File: config.mk
export PLATFORM = sky130hd
export DESIGN_NAME = codec_cfg_ctrl
export DESIGN_NICKNAME = d
export VERILOG_FILES = /design/src/rtl/ccr_pkg.sv /design/src/rtl/ccr_sync.sv /design/src/rtl/ccr_parser.sv /design/src/rtl/ccr_regs.sv /design/src/rtl/codec_cfg_ctrl.sv
export SDC_FILE = /design/constraint.sdc
export NUM_CORES = 1
export LEC_CHECK = 0
export BUFFER_PORTS_ARGS = -buffer_cell sky130_fd_sc_hd__buf_2
export CORE_MARGIN = 2
export CORE_UTILIZATION = 58
export DETAILED_ROUTE_END_ITERATION = 10
export PLACE_DENSITY = 0.87
export SLEW_MARGIN = 20
export SYNTH_ARGS = -nofsm -noshare
export SYNTH_HDL_FRONTEND = slang
export SYNTH_SLANG_ARGS = --single-unit
File: constraint.sdc
create_clock -name clk -period 4.5 [get_ports clk]
set_input_delay 0.45 -clock clk [delete_from_list [all_inputs] [get_ports clk]]
set_output_delay 0.45 -clock clk [all_outputs]
set_load 0.02 [all_outputs]
File: src/rtl/ccr_pkg.sv
package ccr_pkg;
  localparam int BYTE_W = 8;
  localparam int RES_BIT = 7;
  localparam logic [2:0] ADDR_CFG = 3'd0;
  localparam logic [2:0] ADDR_CMDEN = 3'd1;
  localparam logic [2:0] ADDR_ALL = 3'd7;

  typedef struct packed {
    logic       rd;
    logic [3:0] spare;
    logic [2:0] addr;
  } instr_t;

  // Configuration value loaded by any reset: soft reset set, channels powered down.
  function automatic logic [BYTE_W-1:0] cfg_default(int nch);
    logic [BYTE_W-1:0] v;
    v = '0;
    v[RES_BIT] = 1'b1;
    for (int i = 0; i < nch; i++) v[i] = 1'b1;
    return v;
  endfunction

  // The only data byte that may release the soft reset.
  function automatic logic [BYTE_W-1:0] cfg_release(int nch);
    logic [BYTE_W-1:0] v;
    v = cfg_default(nch);
    v[RES_BIT] = 1'b0;
    return v;
  endfunction

  function automatic logic ram_powered(logic all_pd, logic retain);
    return !all_pd || retain;
  endfunction
endpackage

File: src/rtl/ccr_sync.sv
module ccr_sync #(
  parameter int STAGES = 2
) (
  input  logic clk,
  input  logic rst_n,
  input  logic req_i,
  output logic req_o
);
  logic [STAGES-1:0] chain_q;

  always_ff @(posedge clk or negedge rst_n) begin
    if (!rst_n) chain_q <= '1;
    else        chain_q <= {chain_q[STAGES-2:0], req_i};
  end

  assign req_o = chain_q[STAGES-1];
endmodule

File: src/rtl/ccr_parser.sv
module ccr_parser #(
  parameter int BW = 8
) (
  input  logic          clk,
  input  logic          rst_n,
  input  logic          flush_i,
  input  logic          byte_valid_i,
  input  logic [BW-1:0] byte_i,
  output logic          pair_fire_o,
  output logic [BW-1:0] pair_instr_o,
  output logic [BW-1:0] pair_data_o
);
  logic          have_q;
  logic [BW-1:0] instr_q;

  always_ff @(posedge clk or negedge rst_n) begin
    if (!rst_n) begin
      have_q  <= 1'b0;
      instr_q <= '0;
    end else if (flush_i) begin
      have_q  <= 1'b0;
    end else if (byte_valid_i) begin
      if (!have_q) instr_q <= byte_i;
      have_q <= !have_q;
    end
  end

  assign pair_fire_o  = byte_valid_i && have_q && !flush_i;
  assign pair_instr_o = instr_q;
  assign pair_data_o  = byte_i;
endmodule

File: src/rtl/ccr_regs.sv
module ccr_regs
  import ccr_pkg::*;
#(
  parameter int NCH = 4
) (
  input  logic              clk,
  input  logic              rst_n,
  input  logic              hw_rst_i,
  input  logic              pair_fire_i,
  input  logic [BYTE_W-1:0] instr_i,
  input  logic [BYTE_W-1:0] data_i,
  output logic [BYTE_W-1:0] cfg_q,
  output logic [BYTE_W-1:0] cmden_q,
  output logic [BYTE_W-1:0] cfg_nx,
  output logic [BYTE_W-1:0] cmden_nx,
  output logic              ack_nx,
  output logic              ign_nx,
  output logic              rd_nx,
  output logic [2*BYTE_W-1:0] rdd_nx,
  output logic              clr_ok,
  output logic              rdall_hit
);
  localparam logic [BYTE_W-1:0] CFG_DEF = cfg_default(NCH);
  localparam logic [BYTE_W-1:0] CFG_CLR = cfg_release(NCH);

  instr_t ins;
  logic   locked, accept;

  assign ins       = instr_t'(instr_i);
  assign locked    = cfg_q[RES_BIT];
  assign rdall_hit = pair_fire_i && ins.rd && (ins.addr == ADDR_ALL);
  assign clr_ok    = pair_fire_i && locked && !ins.rd &&
                     (ins.addr == ADDR_CFG) && (data_i == CFG_CLR);

  always_comb begin
    cfg_nx   = cfg_q;
    cmden_nx = cmden_q;
    accept   = 1'b0;
    rd_nx    = 1'b0;
    rdd_nx   = '0;
    if (hw_rst_i) begin
      cfg_nx   = CFG_DEF;
      cmden_nx = '0;
    end else if (pair_fire_i) begin
      if (locked) begin
        if (clr_ok) begin
          cfg_nx = data_i;
          accept = 1'b1;
        end else if (rdall_hit) begin
          accept = 1'b1;
          rd_nx  = 1'b1;
          rdd_nx = {cmden_q, cfg_q};
        end
      end else if (!ins.rd) begin
        if (ins.addr == ADDR_CFG) begin
          accept = 1'b1;
          if (data_i[RES_BIT]) begin
            cfg_nx   = CFG_DEF;
            cmden_nx = '0;
          end else begin
            cfg_nx = data_i;
          end
        end else if (ins.addr == ADDR_CMDEN) begin
          accept   = 1'b1;
          cmden_nx = data_i;
        end
      end else begin
        accept = 1'b1;
        rd_nx  = 1'b1;
        unique case (ins.addr)
          ADDR_CFG:   rdd_nx = {{BYTE_W{1'b0}}, cfg_q};
          ADDR_CMDEN: rdd_nx = {{BYTE_W{1'b0}}, cmden_q};
          ADDR_ALL:   rdd_nx = {cmden_q, cfg_q};
          default: begin
            accept = 1'b0;
            rd_nx  = 1'b0;
          end
        endcase
      end
    end
  end

  assign ack_nx = pair_fire_i && accept;
  assign ign_nx = pair_fire_i && !accept;

  always_ff @(posedge clk or negedge rst_n) begin
    if (!rst_n) begin
      cfg_q   <= CFG_DEF;
      cmden_q <= '0;
    end else begin
      cfg_q   <= cfg_nx;
      cmden_q <= cmden_nx;
    end
  end
endmodule

File: src/rtl/codec_cfg_ctrl.sv
module codec_cfg_ctrl
  import ccr_pkg::*;
#(
  parameter int NCH = 4,
  parameter int SYNC_STAGES = 2
) (
  input  logic                clk,
  input  logic                rst_n,
  input  logic [1:0]          mode_i,
  input  logic                byte_valid_i,
  input  logic [BYTE_W-1:0]   byte_i,
  output logic                ack_o,
  output logic                ign_o,
  output logic                rd_valid_o,
  output logic [2*BYTE_W-1:0] rd_data_o,
  output logic [NCH-1:0]      dx_oe_o,
  output logic [NCH-1:0]      vfro_mute_o,
  output logic                all_pd_o,
  output logic                coef_ram_on_o,
  output logic                pins_input_o
);
  logic                hw_rst;
  logic                pair_fire, clr_ok, rdall_hit;
  logic [BYTE_W-1:0]   pair_instr, pair_data;
  logic [BYTE_W-1:0]   cfg_q, cmden_q, cfg_nx, cmden_nx;
  logic                ack_nx, ign_nx, rd_nx;
  logic [2*BYTE_W-1:0] rdd_nx;
  logic                res_nx, all_pd_nx;

  ccr_sync #(.STAGES(SYNC_STAGES)) u_sync (
    .clk(clk), .rst_n(rst_n), .req_i(mode_i == 2'b00), .req_o(hw_rst)
  );

  ccr_parser #(.BW(BYTE_W)) u_parser (
    .clk(clk), .rst_n(rst_n), .flush_i(hw_rst),
    .byte_valid_i(byte_valid_i), .byte_i(byte_i),
    .pair_fire_o(pair_fire), .pair_instr_o(pair_instr), .pair_data_o(pair_data)
  );

  ccr_regs #(.NCH(NCH)) u_regs (
    .clk(clk), .rst_n(rst_n), .hw_rst_i(hw_rst), .pair_fire_i(pair_fire),
    .instr_i(pair_instr), .data_i(pair_data),
    .cfg_q(cfg_q), .cmden_q(cmden_q), .cfg_nx(cfg_nx), .cmden_nx(cmden_nx),
    .ack_nx(ack_nx), .ign_nx(ign_nx), .rd_nx(rd_nx), .rdd_nx(rdd_nx),
    .clr_ok(clr_ok), .rdall_hit(rdall_hit)
  );

  assign res_nx    = cfg_nx[RES_BIT];
  assign all_pd_nx = &cfg_nx[NCH-1:0];

  for (genvar ch = 0; ch < NCH; ch++) begin : g_chan
    always_ff @(posedge clk or negedge rst_n) begin
      if (!rst_n) begin
        dx_oe_o[ch]     <= 1'b0;
        vfro_mute_o[ch] <= 1'b1;
      end else begin
        dx_oe_o[ch]     <= !cfg_nx[ch] && !res_nx;
        vfro_mute_o[ch] <= cfg_nx[ch] || res_nx;
      end
    end
  end

  always_ff @(posedge clk or negedge rst_n) begin
    if (!rst_n) begin
      ack_o         <= 1'b0;
      ign_o         <= 1'b0;
      rd_valid_o    <= 1'b0;
      rd_data_o     <= '0;
      all_pd_o      <= 1'b1;
      coef_ram_on_o <= 1'b0;
      pins_input_o  <= 1'b1;
    end else begin
      ack_o         <= ack_nx;
      ign_o         <= ign_nx;
      rd_valid_o    <= rd_nx;
      rd_data_o     <= rd_nx ? rdd_nx : '0;
      all_pd_o      <= all_pd_nx;
      coef_ram_on_o <= ram_powered(all_pd_nx, cmden_nx[0]);
      pins_input_o  <= res_nx;
    end
  end
endmodule

==> results.json <==
{
  "hp-class": "primary input to asynchronous set/reset pin",
  "maxSlewViolCount": 0,
  "final-setup-viol-count": 0,
  "cts_root_buf": "clkbuf_8",
  "min_period_ns": 2.19,
  "endpoint_kind": "register",
  "drt_iter0_markers": 155,
  "grt_setup_unrepaired": "no",
  "grt_pass1_vias": 1428,
  "routed-via-count": 1545,
  "max-vdd-ir-drop_uv": 202,
  "tightestPinTransition_ns": 0.763,
  "multi_input_area_um2": 774,
  "rows": 22,
  "r2r_start": "u_parser.pair_instr_o[2]",
  "cp_slowest_cell": "nor3_1",
  "crit_type": "register to register",
  "setup_slack_ns": 2.31,
  "post-cts-setup-buffer-count": 0,
  "core_mm2": 0.00363,
  "grt_util_all_layers_pct": 23.2,
  "gp_congestion": 0.916,
  "ys_async_sr_fraction_pct": 100,
  "crit_start": "u_parser.pair_instr_o[2]",
  "h-tree-depth": 2,
  "drive_gt1_share_pct": 35.6,
  "syn_nets": 195,
  "dp.cells": 262,
  "start_util_pct": 59.7,
  "grt_overflow": 0,
  "syn_avg_cell_area_um2": 11.9,
  "power_w": 0.000947,
  "cp.arrival_ns": 2.38,
  "cts_buffers": 5,
  "avgRoutedWirePerCell_um": 16.3,
  "regArea_mm2": 0.00132,
  "crit_path_max_fanout": 8,
  "ys_seq_area_share_pct": 60.7,
  "viasPerCell": 5.72,
  "cpPeakStageDelay_ns": 0.65,
  "pre_cts_ws_ns": 2.26,
  "clock_latency_ns": 0.31,
  "fin_crit_sh_pct": 48.8,
  "die_w_um": 65.2,
  "n_fill_cell": 308,
  "synthFlopType": "dfrtp_1",
  "worstReg2RegEnd": "coef_ram_on_o",
  "yosys_warnings": 0,
  "hpwlAfterDp_mm": 3.20,
  "cp_data_required_time_ns": 4.69,
  "areaGrowthSynthToFinish_pct": 14.2,
  "crit_path_start_kind": "register",
  "maxSlewHeadroom_pct": 48.9,
  "final-hold-violation-count": 0,
  "cts_resized": 0,
  "crit_chain": "nor3_1, a31oi_1, a311o_2, o41ai_2, nand2b_1",
  "ff2ff_setup_slack_ns": 2.31,
  "fin_setup_tns_ns": 0,
  "clk_path_buf_depth": 2,
  "clock_skew_ns": 0.00690,
  "synth-seq-cells": 52,
  "num_antenna_cells": 0,
  "io_buffers": 42,
  "final_antenna_net_count": 0,
  "grt_pass1_wl_mm": 7.23,
  "status": "completed",
  "powerDensity_mw_per_mm2": 382,
  "fin_cells": 270,
  "ios": 43,
  "cts_tree": "yes",
  "ys_types": 41,
  "power.leakage_nw": 1.24,
  "clk_pin_slew_ns": 0.09,
  "r2r_cells": 5,
  "die-area_mm2": 0.00425,
  "drt-total-wl_mm": 4.41,
  "fmax_mhz": 456,
  "antenna_found_initial": 0,
  "route.detailed.drc": 0,
  "synthCells": 182,
  "ctsHoldBuffers": 0,
  "netlist_area_mm2": 0.00217,
  "grt_max_degree": 53,
  "final_nets": 234,
  "cts.sinks": 52,
  "synth-edff-count": 0,
  "drt_first_pass_iters": 4,
  "die_h_um": 65.2,
  "cap_violations": 0
}
[layer usage]
layer | routed length, um | vias to the layer above | share of wire [%] | track usage [%]
met4 | 60 | 0 | 1.4 | 8.33
li1 | - | 729 | - | -
met1 | 1890 | 761 | 43 | 30.9
met3 | 260 | 7 | 5.9 | 6.34
met5 | 0 | - | 0 | 0
met2 | 2200 | 48 | 50 | 37.0
[cells in the mapped netlist (2+ instances only)]
library cell | n | area share [%]
o22ai_1 | 2 | 0.58
buf_6 | 2 | 1.0
dfrtp_1 | 40 | 46
and2_1 | 14 | 4.0
a21oi_1 | 6 | 1.4
a22oi_1 | 7 | 2.4
nor4_1 | 3 | 0.87
nor3_1 | 6 | 1.4
a22o_1 | 10 | 4.0
dfstp_2 | 12 | 15
nand2_1 | 10 | 1.7
mux2_2 | 5 | 2.6
o211a_1 | 3 | 1.4
a41oi_1 | 2 | 0.81
inv_1 | 6 | 1.0
nor2_1 | 18 | 3.1
and3_1 | 2 | 0.58
clkbuf_1 | 8 | 1.4
a31oi_1 | 4 | 1.2
[final cells by class]
class,instances,share of cell area [%]
sequential,52,53.1
multi-input combinational,113,31.3
timing repair buffer,43,8.79
clock buffer,5,2.78
tap,48,2.42
inverter,6,0.909
clock inverter,3,0.707
[through the flow]
step           hold slack, ns  area (um^2)  utilization, %
6_report                0.232         2480            68.2
3_3_place_gp            0.346         2390            65.8
3_5_place_dp            0.352         2390            65.8
5_1_grt                 0.224         2480            68.2
4_1_cts                 0.235         2480            68.2
2_1_floorplan           0.154         2170               -
[where the power goes]
part           total [W]  switching, W  internal (W)
Combinational   0.000145     0.0000858     0.0000588
Sequential      0.000547     0.0000435      0.000503
Clock           0.000256      0.000147      0.000109
[placed cells by master, fill, tap and decap left out, types with 3 or more instances in the layout]
cell       n
clkbuf_8   5
dfrtp_1   40
a22o_1    10
inv_1      6
nor3_1     6
o211a_1    3
buf_2     42
nor2_1    18
a31oi_1    4
a22oi_1    7
nor4_1     3
a21oi_1    6
dfstp_2   12
and2_1    14
mux2_2     5
nand2_1   10
[state kept, by name, summed over array words and instances (netlist names), 2 cells and up]
name,flops
u_regs.cfg_q,8
vfro_mute_o,4
rd_data_o,16
u_parser.pair_instr_o,4
dx_oe_o,4
u_sync.chain_q,2
u_regs.cmden_q,8
[worst max-delay path by stage]
| stage | to | slack (ns) |
|---|---|---|
| after global placement | coef_ram_on_o | 2.31 |
| final | coef_ram_on_o | 2.31 |
| after CTS | coef_ram_on_o | 2.31 |
| after floorplan | coef_ram_on_o | 2.48 |
| after global routing | coef_ram_on_o | 2.10 |
| after detailed placement | coef_ram_on_o | 2.26 |
[cell families (layout without fill, tap and decap cells)]
logic type	after synthesis	after routing	synth area share [%]
simple gates	63	63	16.0
flops	52	52	60.7
compound gates	44	44	16.7
buf+inv	17	57	3.63
mux	5	5	2.59
xor+xnor	1	1	0.404
[critical path: cells and delay by family, from the launching register on]
family / cells / cell delay [ns]
flip-flops: 1 / 0.45
AND/OR/NAND/NOR: 2 / 0.74
AO/OA/AOI/OAI: 3 / 0.89
Note: power is estimated with default switching activity, not from simulation.
